### src/rtl/alu16_pkg.sv
package alu16_pkg;

    typedef enum logic [4:0] {
        OP_CLEAR    = 5'h00,
        OP_NEG_ONE  = 5'h01,
        OP_NEG_EXT  = 5'h02,
        OP_NEG_PRV  = 5'h03,
        OP_HALF_SGN = 5'h04,
        OP_HALF_LFT = 5'h05,
        OP_HALF_RGT = 5'h06,
        OP_HALF_BOP = 5'h07,
        OP_ADD_EXT  = 5'h08,
        OP_ADD_PRV  = 5'h09,
        OP_SUB_ONE  = 5'h0A,
        OP_SUB_EXT  = 5'h0B,
        OP_SUB_PRV  = 5'h0C,
        OP_RSB_ONE  = 5'h0D,
        OP_RSB_EXT  = 5'h0E,
        OP_RSB_PRV  = 5'h0F,
        OP_AND      = 5'h10,
        OP_AND_NB   = 5'h11,
        OP_NA_AND   = 5'h12,
        OP_OR       = 5'h13,
        OP_NA_OR    = 5'h14,
        OP_XOR      = 5'h15,
        OP_PASS     = 5'h16,
        OP_INV      = 5'h17,
        OP_SEL_OVF  = 5'h18,
        OP_SEL_HALF = 5'h19,
        OP_SEL_QRT  = 5'h1A,
        OP_SEL_ZERO = 5'h1B,
        OP_K_ONE    = 5'h1C,
        OP_K_BYTE   = 5'h1D,
        OP_K_NIB    = 5'h1E,
        OP_K_ALT    = 5'h1F
    } alu_op_t;

    typedef enum logic [1:0] {
        FM_OVF   = 2'd0,
        FM_HALF  = 2'd1,
        FM_QUART = 2'd2,
        FM_ZERO  = 2'd3
    } fmode_t;

    typedef enum logic [1:0] {
        CS_ONE = 2'd0,
        CS_EXT = 2'd1,
        CS_PRV = 2'd2
    } csrc_t;

endpackage

### src/rtl/alu16_arith.sv
module alu16_arith
    import alu16_pkg::*;
#(
    parameter int W = 16
) (
    input  alu_op_t        op,
    input  logic [W-1:0]   a,
    input  logic [W-1:0]   b,
    input  logic           ext_cin,
    input  logic           prv_cin,
    output logic           is_arith,
    output logic [W-1:0]   sum,
    output logic           cout,
    output logic           ovf
);

    logic [W-1:0] x_opd;
    logic [W-1:0] y_opd;
    csrc_t        csel;
    logic         c_lsb;
    logic [W-1:0] low_part;
    logic [1:0]   top_part;

    // operand conditioning and carry source selection
    always_comb begin
        x_opd    = '0;
        y_opd    = '0;
        csel     = CS_ONE;
        is_arith = 1'b1;
        unique case (op)
            OP_NEG_ONE: begin x_opd = ~a; csel = CS_ONE; end
            OP_NEG_EXT: begin x_opd = ~a; csel = CS_EXT; end
            OP_NEG_PRV: begin x_opd = ~a; csel = CS_PRV; end
            OP_ADD_EXT: begin x_opd = a;  y_opd = b;  csel = CS_EXT; end
            OP_ADD_PRV: begin x_opd = a;  y_opd = b;  csel = CS_PRV; end
            OP_SUB_ONE: begin x_opd = a;  y_opd = ~b; csel = CS_ONE; end
            OP_SUB_EXT: begin x_opd = a;  y_opd = ~b; csel = CS_EXT; end
            OP_SUB_PRV: begin x_opd = a;  y_opd = ~b; csel = CS_PRV; end
            OP_RSB_ONE: begin x_opd = ~a; y_opd = b;  csel = CS_ONE; end
            OP_RSB_EXT: begin x_opd = ~a; y_opd = b;  csel = CS_EXT; end
            OP_RSB_PRV: begin x_opd = ~a; y_opd = b;  csel = CS_PRV; end
            default:    is_arith = 1'b0;
        endcase
    end

    always_comb begin
        unique case (csel)
            CS_ONE:  c_lsb = 1'b1;
            CS_EXT:  c_lsb = ext_cin;
            CS_PRV:  c_lsb = prv_cin;
            default: c_lsb = 1'b0;
        endcase
    end

    // split at the sign bit so the carry into it is visible
    assign low_part = {1'b0, x_opd[W-2:0]} + {1'b0, y_opd[W-2:0]} + {{(W-1){1'b0}}, c_lsb};
    assign top_part = {1'b0, x_opd[W-1]} + {1'b0, y_opd[W-1]} + {1'b0, low_part[W-1]};

    assign sum  = {top_part[0], low_part[W-2:0]};
    assign cout = is_arith & top_part[1];
    assign ovf  = is_arith & (top_part[1] ^ low_part[W-1]);

endmodule

### src/rtl/alu16_misc.sv
module alu16_misc
    import alu16_pkg::*;
#(
    parameter int W = 16
) (
    input  alu_op_t        op,
    input  logic [W-1:0]   a,
    input  logic [W-1:0]   b,
    input  logic           left_lsb,
    input  logic           right_lsb,
    output logic [W-1:0]   res
);

    localparam logic [W-1:0] K_ONE  = W'(1);
    localparam logic [W-1:0] K_BYTE = {{(W - W/2){1'b0}}, {(W/2){1'b1}}};
    localparam logic [W-1:0] K_NIB  = W'(4'hF);

    logic [W-1:0] k_alt;

    // alternating mask: even positions set
    for (genvar gi = 0; gi < W; gi++) begin : g_alt
        assign k_alt[gi] = 1'((gi % 2) == 0);
    end

    always_comb begin
        unique case (op)
            OP_HALF_SGN: res = {a[W-1],    a[W-1:1]};
            OP_HALF_LFT: res = {left_lsb,  a[W-1:1]};
            OP_HALF_RGT: res = {right_lsb, a[W-1:1]};
            OP_HALF_BOP: res = {b[0],      a[W-1:1]};
            OP_AND:      res = a & b;
            OP_AND_NB:   res = a & ~b;
            OP_NA_AND:   res = ~a & b;
            OP_OR:       res = a | b;
            OP_NA_OR:    res = ~a | b;
            OP_XOR:      res = a ^ b;
            OP_PASS:     res = a;
            OP_INV:      res = ~a;
            OP_K_ONE:    res = K_ONE;
            OP_K_BYTE:   res = K_BYTE;
            OP_K_NIB:    res = K_NIB;
            OP_K_ALT:    res = k_alt;
            default:     res = '0;
        endcase
    end

endmodule

### src/rtl/alu16_flag.sv
module alu16_flag
    import alu16_pkg::*;
#(
    parameter int W = 16
) (
    input  logic           clk,
    input  logic           rst,
    input  alu_op_t        op,
    input  logic [W-1:0]   res,
    input  logic           ovf,
    output logic           flag
);

    fmode_t state;
    fmode_t state_nx;

    // next condition: selecting and clearing opcodes move it
    always_comb begin
        state_nx = state;
        unique case (op)
            OP_CLEAR:    state_nx = FM_OVF;
            OP_SEL_OVF:  state_nx = FM_OVF;
            OP_SEL_HALF: state_nx = FM_HALF;
            OP_SEL_QRT:  state_nx = FM_QUART;
            OP_SEL_ZERO: state_nx = FM_ZERO;
            default:     state_nx = state;
        endcase
    end

    // state register
    always_ff @(posedge clk) begin
        if (rst) begin
            state <= FM_OVF;
        end else begin
            state <= state_nx;
        end
    end

    // output: the condition named this cycle applies at once
    always_comb begin
        unique case (state_nx)
            FM_OVF:   flag = ovf;
            FM_HALF:  flag = res[W-1] ^ res[W-2];
            FM_QUART: flag = !((res[W-1:W-3] == 3'b000) || (res[W-1:W-3] == 3'b111));
            FM_ZERO:  flag = (res == '0);
            default:  flag = 1'b0;
        endcase
    end

endmodule

### src/rtl/alu16_core.sv
module alu16_core
    import alu16_pkg::*;
#(
    parameter int W = 16
) (
    input  logic           clk,
    input  logic           rst,
    input  logic [4:0]     op_in,
    input  logic [W-1:0]   a_in,
    input  logic [W-1:0]   b_in,
    input  logic           cin,
    input  logic           left_lsb,
    input  logic           right_lsb,
    output logic [W-1:0]   result,
    output logic           cout,
    output logic           flag
);

    alu_op_t      op_q;
    logic         carry_q;
    logic         is_arith;
    logic [W-1:0] sum;
    logic [W-1:0] misc_res;
    logic         ovf;

    // opcode latch; reset loads the clear opcode
    always_ff @(posedge clk) begin
        if (rst) begin
            op_q <= OP_CLEAR;
        end else begin
            op_q <= alu_op_t'(op_in);
        end
    end

    // carry register: captures every cycle
    always_ff @(posedge clk) begin
        if (rst) begin
            carry_q <= 1'b0;
        end else begin
            carry_q <= cout;
        end
    end

    alu16_arith #(.W(W)) u_arith (
        .op       (op_q),
        .a        (a_in),
        .b        (b_in),
        .ext_cin  (cin),
        .prv_cin  (carry_q),
        .is_arith (is_arith),
        .sum      (sum),
        .cout     (cout),
        .ovf      (ovf)
    );

    alu16_misc #(.W(W)) u_misc (
        .op        (op_q),
        .a         (a_in),
        .b         (b_in),
        .left_lsb  (left_lsb),
        .right_lsb (right_lsb),
        .res       (misc_res)
    );

    assign result = is_arith ? sum : misc_res;

    alu16_flag #(.W(W)) u_flag (
        .clk  (clk),
        .rst  (rst),
        .op   (op_q),
        .res  (result),
        .ovf  (ovf),
        .flag (flag)
    );

endmodule

### config.mk
export PLATFORM = sky130hd
export DESIGN_NAME = alu16_core
export DESIGN_NICKNAME = d
export VERILOG_FILES = /design/src/rtl/alu16_pkg.sv /design/src/rtl/alu16_arith.sv /design/src/rtl/alu16_misc.sv /design/src/rtl/alu16_flag.sv /design/src/rtl/alu16_core.sv
export SDC_FILE = /design/constraint.sdc
export NUM_CORES = 1
export LEC_CHECK = 0
export BUFFER_PORTS_ARGS = -buffer_cell sky130_fd_sc_hd__clkbuf_2
export CAP_MARGIN = 5
export CORE_UTILIZATION = 25
export CTS_CLUSTER_DIAMETER = 150
export DETAILED_ROUTE_END_ITERATION = 16
export MAX_ROUTING_LAYER = met4
export PLACE_DENSITY = 0.51
export SYNTH_ARGS = -nofsm -noshare
export SYNTH_HDL_FRONTEND = slang
export SYNTH_HIERARCHICAL = 1
export SYNTH_SLANG_ARGS = --single-unit
### constraint.sdc
create_clock -name clk -period 11.55 [get_ports clk]
set_input_delay 2.31 -clock clk [delete_from_list [all_inputs] [get_ports clk]]
set_output_delay 2.31 -clock clk [all_outputs]
set_load 0.05 [all_outputs]
==> key figures, run 1 <==
Synth
  – Post-synthesis compound-gate area fraction: a little under a third
  – XOR/XNOR Fraction of Synth Area: 10.3%
  – Syn nets: 586
  – Post-synth EDFFs: 0
  – Post-synthesis sequential area ratio: 4.27%
  – Adder-cell share of the synthesized area: between 10% and 20%
  – Synth warnings: 6
  – Mapped Area: between 3000 and 4000 um^2
  – Multiplexer share of the synthesized area: under 10%
  – Largest area contributor in the synthesized netlist: ha_1
  – Post-synth top flop: dfxtp_1
  – Post-synthesis simple-gate area fraction: roughly 25%
  – Synth cell types: 81
  – Synth area leaders: ha_1, xor2_1, mux2_4, dfxtp_1, a21oi_1
  – Async set-reset flop share out of synthesis: 0%
  – Avg Cell Area, Syn: between 7 and 8 um^2
  – Synthesized instance count: between 500 and 600
  – Post-synthesis register bit count: 8
  – Largest family of logic cells by synthesized area: compound AO/OA/AOI/OAI gates
  – Top-area cell type share of the netlist area: about a tenth

Critical path
  – Setup crit start kind: input pin
  – Reg-to-reg startpoint: op_q[3]
  – CP Max Fanout: 4
  – Critical Path RT: 9.24 ns
  – Crit path arrival time: between 6 and 7 ns
  – Crit path launch: cin
  – Capturing element type of the critical path: output port
  – Critical path class: in2out

Global route
  – Largest net degree at the start of global routing: 69
  – Antenna violations before repair: 0
  – Vias in the first global route: ~4,000
  – GRT Total Usage: between 15 and 20%
  – First-pass GRT wire length: approximately 21 mm
  – GRT overflow: 0

Floorplan
  – Starting Density: 25.7%
  – # IOs: 60
  – Die ar.: between 15,000 and 20,000 um^2
  – Total core area: 14,600 um^2
  – Die H: 124 um
  – # rows: 44
  – Die width: 124 um

Job
  – Max-cap violation count: 0

Layout
  – Area Overhead vs Synth: 11.9%
  – Post-route cell area: 4200 um^2
  – Post-layout util: 28.8%
  – Fillers: approximately 1,600
  – Layout cell share with drive strength beyond 1: between 10% and 20%
  – # diodes: 0
  – NumNets Final: about 620

Timing
  – Clk_skew: around 0.0014 ns
  – Slew Viols, Final: 0
  – Final setup fails: 0
  – Fin. Hold Viols: 0
  – Minimum clock period: 8.65 ns
  – Fmax achieved: roughly 120 MHz
  – Min Hold Slack: around 0.53 ns
  – Final Cycle Share: about three quarters
  – Setup TNS: 0 ns
  – Transition time of the tightest slew-check pin: 1.17 ns
  – Worst rel slew slack: approximately 22%
  – RSZ-0062 raised after global routing: false

Drt
  – Vias per cell: 5.57
  – Remaining DRCs: 0
  – Drt total wl: approximately 13 mm
  – Routed Antenna Nets: 0
  – Routed via count: between 4,000 and 5,000
  – Drt pass-1 iters: 5
  – 1st-iter DRT viols: roughly 340
  – Avg WL per Cell: approximately 18 um

Power and ir drop
  – Seq pwr share: approximately a tenth
  – P_sw: approximately 140 uW
  – Sw Share: around half
  – Overall Power: 284 uW
  – Internal: 143 uW
  – LEAKAGE: ~0.0018 uW
  – PD cells: around 68 nW/um^2
  – Maximum VDD drop: 0.0000804 V
  – Combinational cell fraction of total power: a little over two thirds
  – Clk network pwr share: 20.1%

Clocking
  – Hold-fix buffer count after cts: 0
  – CTS-repair resized insts: 0
  – Num CTS Buffers: 3
  – CTS root buffer: clkbuf_16
  – H-Tree Depth: 1
  – Clock Tree Buf Depth: 2
  – Post-CTS Setup Repair Bufs: 0
  – CTS tree: done
  – Clock sinks: 8
  – Clk Latency, worst-skew pair: 0.23 ns
  – Reg clk slew, reported paths: 0.04 ns

Outcome
  – Status: finished, final reports clean

Worst hold path
  – Hold Startpoint: u_flag/state[1]
  – Worst Hold Class: reg2reg

Placed design
  – DP HPWL: 9.87 mm
  – Placed Instance Area: 4120 um^2
  – Port Buffers: 59
  – Placer Congestion: 0.830
metrics by stage:
stage / cells / setup WS, ns
floorplan: 510 / 3.08
global placement: 725 / 3.07
detailed placement: 725 / 2.99
CTS: 728 / 2.96
global route: 728 / 2.59
finish: 728 / 2.90
critical path, cell delays in order:
cell      delay, ns
clkbuf_2       0.09
nor4bb_1       0.27
o21ai_0        0.14
a21oi_1        0.23
fa_1           0.24
inv_1          0.06
fa_1           0.41
a21oi_1        0.22
o22ai_1        0.16
o211ai_1       0.34
a21oi_1        0.13
xor2_1         0.16
mux2_4         0.29
inv_1          0.07
ha_1           0.13
nor4b_1        0.23
nand4_1        0.12
mux2_4         0.29
mux2i_1        0.14
clkbuf_2       0.30
state kept, by name (all words and copies together) (netlist names):
signal,flops
carry_q,1
op_q,5
u_flag/state,2
cell usage after synthesis, types with 4 or more instances:
cell       count
a21boi_0       4
a21o_1         6
a21oi_1       29
a2bb2oi_1      6
a32oi_1       10
buf_2         12
buf_4          8
clkbuf_1      12
dfxtp_1        8
ha_1          31
inv_1         30
mux2_2         6
mux2_4        11
mux2i_1        5
nand2_1       32
nand2b_1       6
nand3_1        9
nand4_1       10
nor2_1        38
nor2b_1       18
nor3_1        20
nor3b_1        4
nor4b_1        4
o2111ai_1      4
o21a_1        12
o21ai_0       26
o21ai_1       11
o22ai_1        6
o31ai_1        5
or3_1          5
xnor2_1       12
xor2_1        32
path summary, 6_finish.rpt:
| kind | cells past startpoint | endpoint | slack, ns |
|---|---|---|---|
| hold reg to reg | 2 | u_flag/state[1] | 0.53 |
| hold / removal | 2 | u_flag/state[1] | 0.53 |
| setup / recovery | 20 | flag | 2.90 |
| setup reg to reg | 13 | carry_q | 7.14 |
cell usage in the layout (no fill, tap or decap), types with 5 or more instances in the layout:
cell / Yosys / layout
a2bb2oi_1: 6 / 6
buf_4: 8 / 8
a21oi_1: 29 / 29
mux2_2: 6 / 6
dfxtp_1: 8 / 7
mux2_4: 11 / 11
inv_1: 30 / 30
nand2_1: 32 / 32
o21ai_0: 26 / 26
nand3_1: 9 / 9
nor2b_1: 18 / 18
nand2b_1: 6 / 6
nor2_1: 38 / 38
nand4_1: 10 / 10
or3_1: 5 / 5
o31ai_1: 5 / 5
mux2i_1: 5 / 5
xor2_1: 32 / 32
o21a_1: 12 / 12
o21ai_1: 11 / 10
nor3_1: 20 / 20
a32oi_1: 10 / 10
o22ai_1: 6 / 6
xnor2_1: 12 / 12
a21o_1: 6 / 6
ha_1: 31 / 31
clkbuf_2: 0 / 59
cell type report:
cell class	instances	area [um^2]	area share, %
multi-input combinational	435	3260	77.6
sequential	8	161	3.85
timing repair buffer	67	355	8.47
clock buffer	3	75.1	1.79
inverter	31	116	2.77
tap	184	230	5.49
metal layers:
metal  wire length [um]  track usage [%]
met4                433             7.02
met3                694             1.37
met5                  0                -
met1               5820             22.2
met2               5880             26.2
cell families (layout without fill, tap and decap cells):
kind of cell,Yosys count,count (layout)
fa+ha+maj,34,34
flops,8,8
mux,24,24
compound gates,162,162
simple gates,171,171
buf+inv,67,101
xor+xnor,44,44
power groups by stage:
stage,registers (uW),logic [uW],clock network (uW)
finish,29.1,198,57.1
global route,29.2,216,60.4
CTS,29.1,198,58.2
detailed placement,29.5,197,0
global placement,29.5,194,0
floorplan,31.1,146,0
No activity file was read; power rests on OpenSTA's default activity.
==> inputs of run 2 (changes only) <==
Clock period 11.55 ns to 8.4 ns, I/O delays scaled along.
==> key figures, run 2 (synthesized netlist as in run 1, its figures left out) <==
Floorplan
  – # IOs: 60
  – # rows: 44
  – Starting Density: approximately a quarter
  – Die ar.: 15,500 um^2
  – Total core area: 14,600 um^2
  – Die H: 124 um
  – Die width: 124 um

Critical path
  – Critical Path Most Common Cell: a21oi_1
  – Critical Path RT: about 6.7 ns
  – Crit path arrival time: roughly 5.6 ns
  – CP Max Fanout: 4
  – R2r setup slk: between 4 and 5 ns
  – Critical R2R Capture: carry_q
  – Reg-to-reg startpoint: op_q[1]
  – Maximum single-stage delay on the critical path: 0.41 ns
  – Setup crit start kind: input pin
  – Critical path class: in2out
  – R2R depth: 13
  – Cell Chain, Critical Path: clkbuf_2, nor2b_1, a211o_1, a21oi_1, fa_1, inv_1, fa_1, a21oi_1, o22ai_1, o211ai_1, a21oi_1, xor2_1, mux2_4, inv_1, ha_1, nor4b_1, nand4_1, mux2_4, mux2i_1, clkbuf_2
  – Worst path slowest cell: fa_1
  – Capturing element type of the critical path: output port

Global route
  – Antenna violations before repair: 0
  – GRT overflow: 0
  – Vias in the first global route: approximately 3,800
  – GRT Total Usage: approximately 17%
  – Largest net degree at the start of global routing: 40
  – First-pass GRT wire length: 20.5 mm

Layout
  – Max reg flops: 5
  – # diodes: 0
  – Most frequent cells in the layout: clkbuf_2, nor2_1, nand2_1, xor2_1, ha_1
  – Most common cell after layout, fill and taps aside: clkbuf_2
  – Area Overhead vs Synth: 12.3%
  – Fillers: approximately 1,600
  – NumNets Final: about 620
  – Post-Layout Cell Count: between 700 and 800
  – Most flop-heavy register: op_q
  – Largest regs: op_q x5, u_flag/state x2, carry_q x1
  – Layout cell share with drive strength beyond 1: about a fifth

Power and ir drop
  – LEAKAGE: 0.00185 uW
  – Seq pwr share: between 10% and 20%
  – Sw Share: 49.1%
  – Internal: ~200 uW
  – Combinational cell fraction of total power: about 70%
  – PD cells: about 92 nW/um^2
  – Maximum VDD drop: 0.000139 V
  – P_sw: 191 uW
  – Clk network pwr share: between 10% and 20%

Drt
  – 1st-iter DRT viols: about 260
  – Drt total wl: between 10 and 15 mm
  – Drt pass-1 iters: 5
  – Remaining DRCs: 0
  – Avg WL per Cell: around 18 um
  – Vias per cell: 5.46
  – Routed Antenna Nets: 0
  – Routed via count: between 3,000 and 4,000

Clocking
  – Post-CTS Setup Repair Bufs: 0
  – Clk Latency, worst-skew pair: ~0.23 ns
  – Reg clk slew, reported paths: 0.03 ns
  – CTS tree: done
  – Clock Tree Buf Depth: 2
  – H-Tree Depth: 1
  – Num CTS Buffers: 3
  – Clock sinks: 8
  – CTS-repair resized insts: 0
  – CTS root buffer: clkbuf_16
  – Hold-fix buffer count after cts: 0

Timing
  – Minimum clock period: 7.32 ns
  – Final setup fails: 0
  – Setup TNS: 0 ns
  – Final Cycle Share: a little under 90%
  – Transition time of the tightest slew-check pin: between 1 and 1.5 ns
  – Clk_skew: 0.000967 ns
  – RSZ-0062 raised after global routing: false
  – Worst rel slew slack: approximately 23%
  – Fmax achieved: about 140 MHz
  – Fin. Hold Viols: 0
  – Slew Viols, Final: 0
  – Slack of the critical path: between 1 and 1.5 ns

Worst hold path
  – Hold path depth: 2
  – Worst Hold Class: reg2reg
  – Hold Startpoint: u_flag/state[1]
  – Worst Hold End: u_flag/state[1]

Job
  – Max-cap violation count: 0

Placed design
  – Placer Congestion: 0.811
  – Placed insts: 727
  – Dpl ws: between 1 and 1.5 ns
  – DP HPWL: around 10 mm
  – Port Buffers: 59

Outcome
  – Status: finished, final reports clean
[run 2: power by group through the flow]
stage,clock [uW],sequential (uW),combinational (uW)
2_1_floorplan,0,42.7,200
3_3_place_gp,0,43.8,265
3_5_place_dp,0,43.9,268
4_1_cts,78.3,43.4,269
5_1_grt,81.5,43.9,292
6_report,77.1,43.3,268
[run 2: per-stage QoR]
stage	power, uW	hold WS (ns)	instance area (um^2)	utilization, %
floorplan	243	0.477	3750	-
global placement	309	0.506	4140	28.4
detailed placement	312	0.524	4140	28.4
CTS	391	0.537	4210	28.9
global route	417	0.604	4210	28.9
finish	389	0.530	4210	28.9
[run 2: worst max path at each step]
| stage | endpoint | from | slack, ns | cells past startpoint |
|---|---|---|---|---|
| 6_report | flag | cin | 1.08 | 20 |
| 5_1_grt | flag | op_q[1] | 0.65 | 19 |
| 4_1_cts | flag | op_q[1] | 1.04 | 19 |
| 3_5_place_dp | flag | cin | 1.10 | 20 |
| 3_3_place_gp | flag | cin | 1.17 | 20 |
| 2_1_floorplan | flag | cin | 1.19 | 18 |
[run 2: final cells by class]
type / count / area, um^2 / share of cell area (%)
Clock buffer: 3 / 75.1 / 1.78
Multi-Input combinational cell: 435 / 3260 / 77.4
Tap cell: 184 / 230 / 5.47
Timing Repair Buffer: 69 / 370 / 8.79
Sequential cell: 8 / 161 / 3.83
Inverter: 31 / 116 / 2.76
[run 2: worst max-delay path: cells and delay by family]
family	cells	cell delay, ns
muxes	3	0.72
buffers and inverters	4	0.52
AOI/OAI and AO/OA	6	1.32
xor gates and xnor gates	1	0.16
adders and majority gates	3	0.78
and+or+nand+nor	3	0.47
[run 2: routing by layer]
layer	up-vias	part of all wire [%]	GRT usage, %
li1	1975	-	-
met1	1886	47	21.8
met2	109	47	27.2
met3	16	4.2	1.33
met4	0	2.5	4.18
met5	-	0	-
==> inputs of run 3 (changes only) <==
==> constraint.sdc (replaced) <==
create_clock -name clk -period 8.4 [get_ports clk]
set_input_delay 1.68 -clock clk [delete_from_list [all_inputs] [get_ports clk]]
set_output_delay 1.68 -clock clk [all_outputs]
set_load 0.02 [all_outputs]
==> key figures, run 3 (synthesized netlist as in run 1, its figures left out) <==
Global route
  – First-pass GRT wire length: 20.7 mm
  – GRT overflow: 0
  – GRT Total Usage: 16.7%
  – Largest net degree at the start of global routing: 61
  – Antenna violations before repair: 1
  – Vias in the first global route: a little under 4,000

Power and ir drop
  – Internal: just under 200 uW
  – P_sw: ~160 uW
  – Clk network pwr share: 22.0%
  – Maximum VDD drop: between 0.0001 and 0.00015 V
  – PD cells: around 86 nW/um^2
  – Sw Share: a little under half
  – Seq pwr share: a little under an eighth
  – Combinational cell fraction of total power: 66.4%
  – LEAKAGE: 0.00185 uW

Drt
  – Routed Antenna Nets: 0
  – 1st-iter DRT viols: 300
  – Vias per cell: approximately 5.5
  – Drt pass-1 iters: 5
  – Drt total wl: ~13 mm
  – Avg WL per Cell: approximately 17 um
  – Remaining DRCs: 0
  – Routed via count: 3,988

Timing
  – Transition time of the tightest slew-check pin: around 1.1 ns
  – Fin. Hold Viols: 0
  – RSZ-0062 raised after global routing: false
  – Minimum clock period: around 7.3 ns
  – Setup TNS: 0 ns
  – Slew Viols, Final: 0
  – Clk_skew: approximately 0.0011 ns
  – Worst rel slew slack: approximately a quarter
  – Fmax achieved: around 140 MHz
  – Final Cycle Share: between 80% and 90%
  – Min Hold Slack: ~0.55 ns
  – Final setup fails: 0

Critical path
  – CP Max Fanout: 4
  – Capturing element type of the critical path: output port
  – Setup crit start kind: input pin
  – R2r setup slk: 4.47 ns
  – Critical path class: in2out
  – Crit path arrival time: approximately 5.7 ns
  – Critical Path RT: between 6 and 7 ns

Layout
  – NumNets Final: around 620
  – Area Overhead vs Synth: 12.4%
  – Multi-input logic area: between 3000 and 4000 um^2
  – Layout cell share with drive strength beyond 1: between 10% and 20%
  – Most flop-heavy register: op_q
  – Most frequent cells in the layout: clkbuf_2, nor2_1, nand2_1, xor2_1, ha_1
  – Register area: 161 um^2
  – Largest regs: op_q x5, u_flag/state x2, carry_q x1
  – Post-layout util: slightly below 30%
  – Fillers: 1,591
  – Max reg flops: 5
  – Post-Layout Cell Count: 731
  – Most common cell after layout, fill and taps aside: clkbuf_2

Floorplan
  – Starting Density: between 20% and 30%
  – Die ar.: between 15,000 and 20,000 um^2
  – # rows: 44
  – Total core area: around 15,000 um^2
  – # IOs: 60
  – Die H: 124 um
  – Die width: between 100 and 150 um

Clocking
  – CTS-repair resized insts: 0
  – Clock Tree Buf Depth: 2
  – CTS root buffer: clkbuf_16
  – Num CTS Buffers: 3
  – Post-CTS Setup Repair Bufs: 0
  – CTS tree: done
  – Hold-fix buffer count after cts: 0
  – Clock sinks: 8
  – Clk Latency, worst-skew pair: between 0.2 and 0.25 ns
  – Reg clk slew, reported paths: roughly 0.040 ns
  – H-Tree Depth: 1

Worst hold path
  – Worst Hold Class: reg2reg

Outcome
  – Status: finished, final reports clean

Placed design
  – Placed insts: 727
  – Port Buffers: between 50 and 60
  – DP HPWL: roughly 9.9 mm
  – Placer Congestion: about 0.85

Job
  – Max-cap violation count: 0
-- run 3: cell count changes in the layout (fill, tap and decap cells not counted) --
cell,previous run,this run
diode_2,0,1
-- run 3: worst paths after layout --
path              cells after the start            start               to
hold reg to reg                       2  u_flag/state[1]  u_flag/state[1]
setup / recovery                     20              cin             flag
hold / removal                        2  u_flag/state[1]  u_flag/state[1]
setup reg to reg                     14          op_q[2]          carry_q
-- run 3: power by group through the flow --
stage,clock (uW),sequential [uW],combinational [uW]
6_report,79.6,42.0,240
5_1_grt,83.4,42.3,265
4_1_cts,81.6,42.0,241
3_5_place_dp,0,42.6,240
3_3_place_gp,0,42.4,237
2_1_floorplan,0,42.7,171
-- run 3: cell type report --
| cell class | count | share of cell area [%] |
|---|---|---|
| multi-input combinational | 435 | 77.3 |
| tap | 184 | 5.46 |
| inverter | 31 | 2.76 |
| clock buffer | 3 | 1.78 |
| timing repair buffer | 69 | 8.79 |
| antenna | 1 | 0.0594 |
| sequential | 8 | 3.83 |
-- run 3: routing by layer --
| layer | part of all wire, % | track usage [%] |
|---|---|---|
| met1 | 46 | 21.8 |
| met2 | 46 | 27.6 |
| met3 | 5.0 | 1.16 |
| met4 | 2.5 | 5.03 |
| met5 | 0 | - |
-- run 3: per-stage QoR --
step / total power (uW) / setup slack (ns) / area [um^2]
detailed placement: 282 / 1.21 / 4140
global placement: 280 / 1.29 / 4140
finish: 362 / 1.07 / 4210
global route: 391 / 0.715 / 4210
floorplan: 213 / 1.67 / 3750
CTS: 365 / 1.18 / 4210
-- run 3: critical path: stages --
cell,delay [ns]
clkbuf_2,0.09
nor2b_1,0.12
a211o_1,0.29
a21oi_1,0.22
fa_1,0.24
inv_1,0.06
fa_1,0.40
a21oi_1,0.21
o22ai_1,0.16
o211ai_1,0.38
a21oi_1,0.13
xor2_1,0.16
mux2_4,0.29
inv_1,0.06
ha_1,0.13
nor4b_1,0.26
nand4_1,0.14
mux2_4,0.30
mux2i_1,0.15
clkbuf_2,0.19
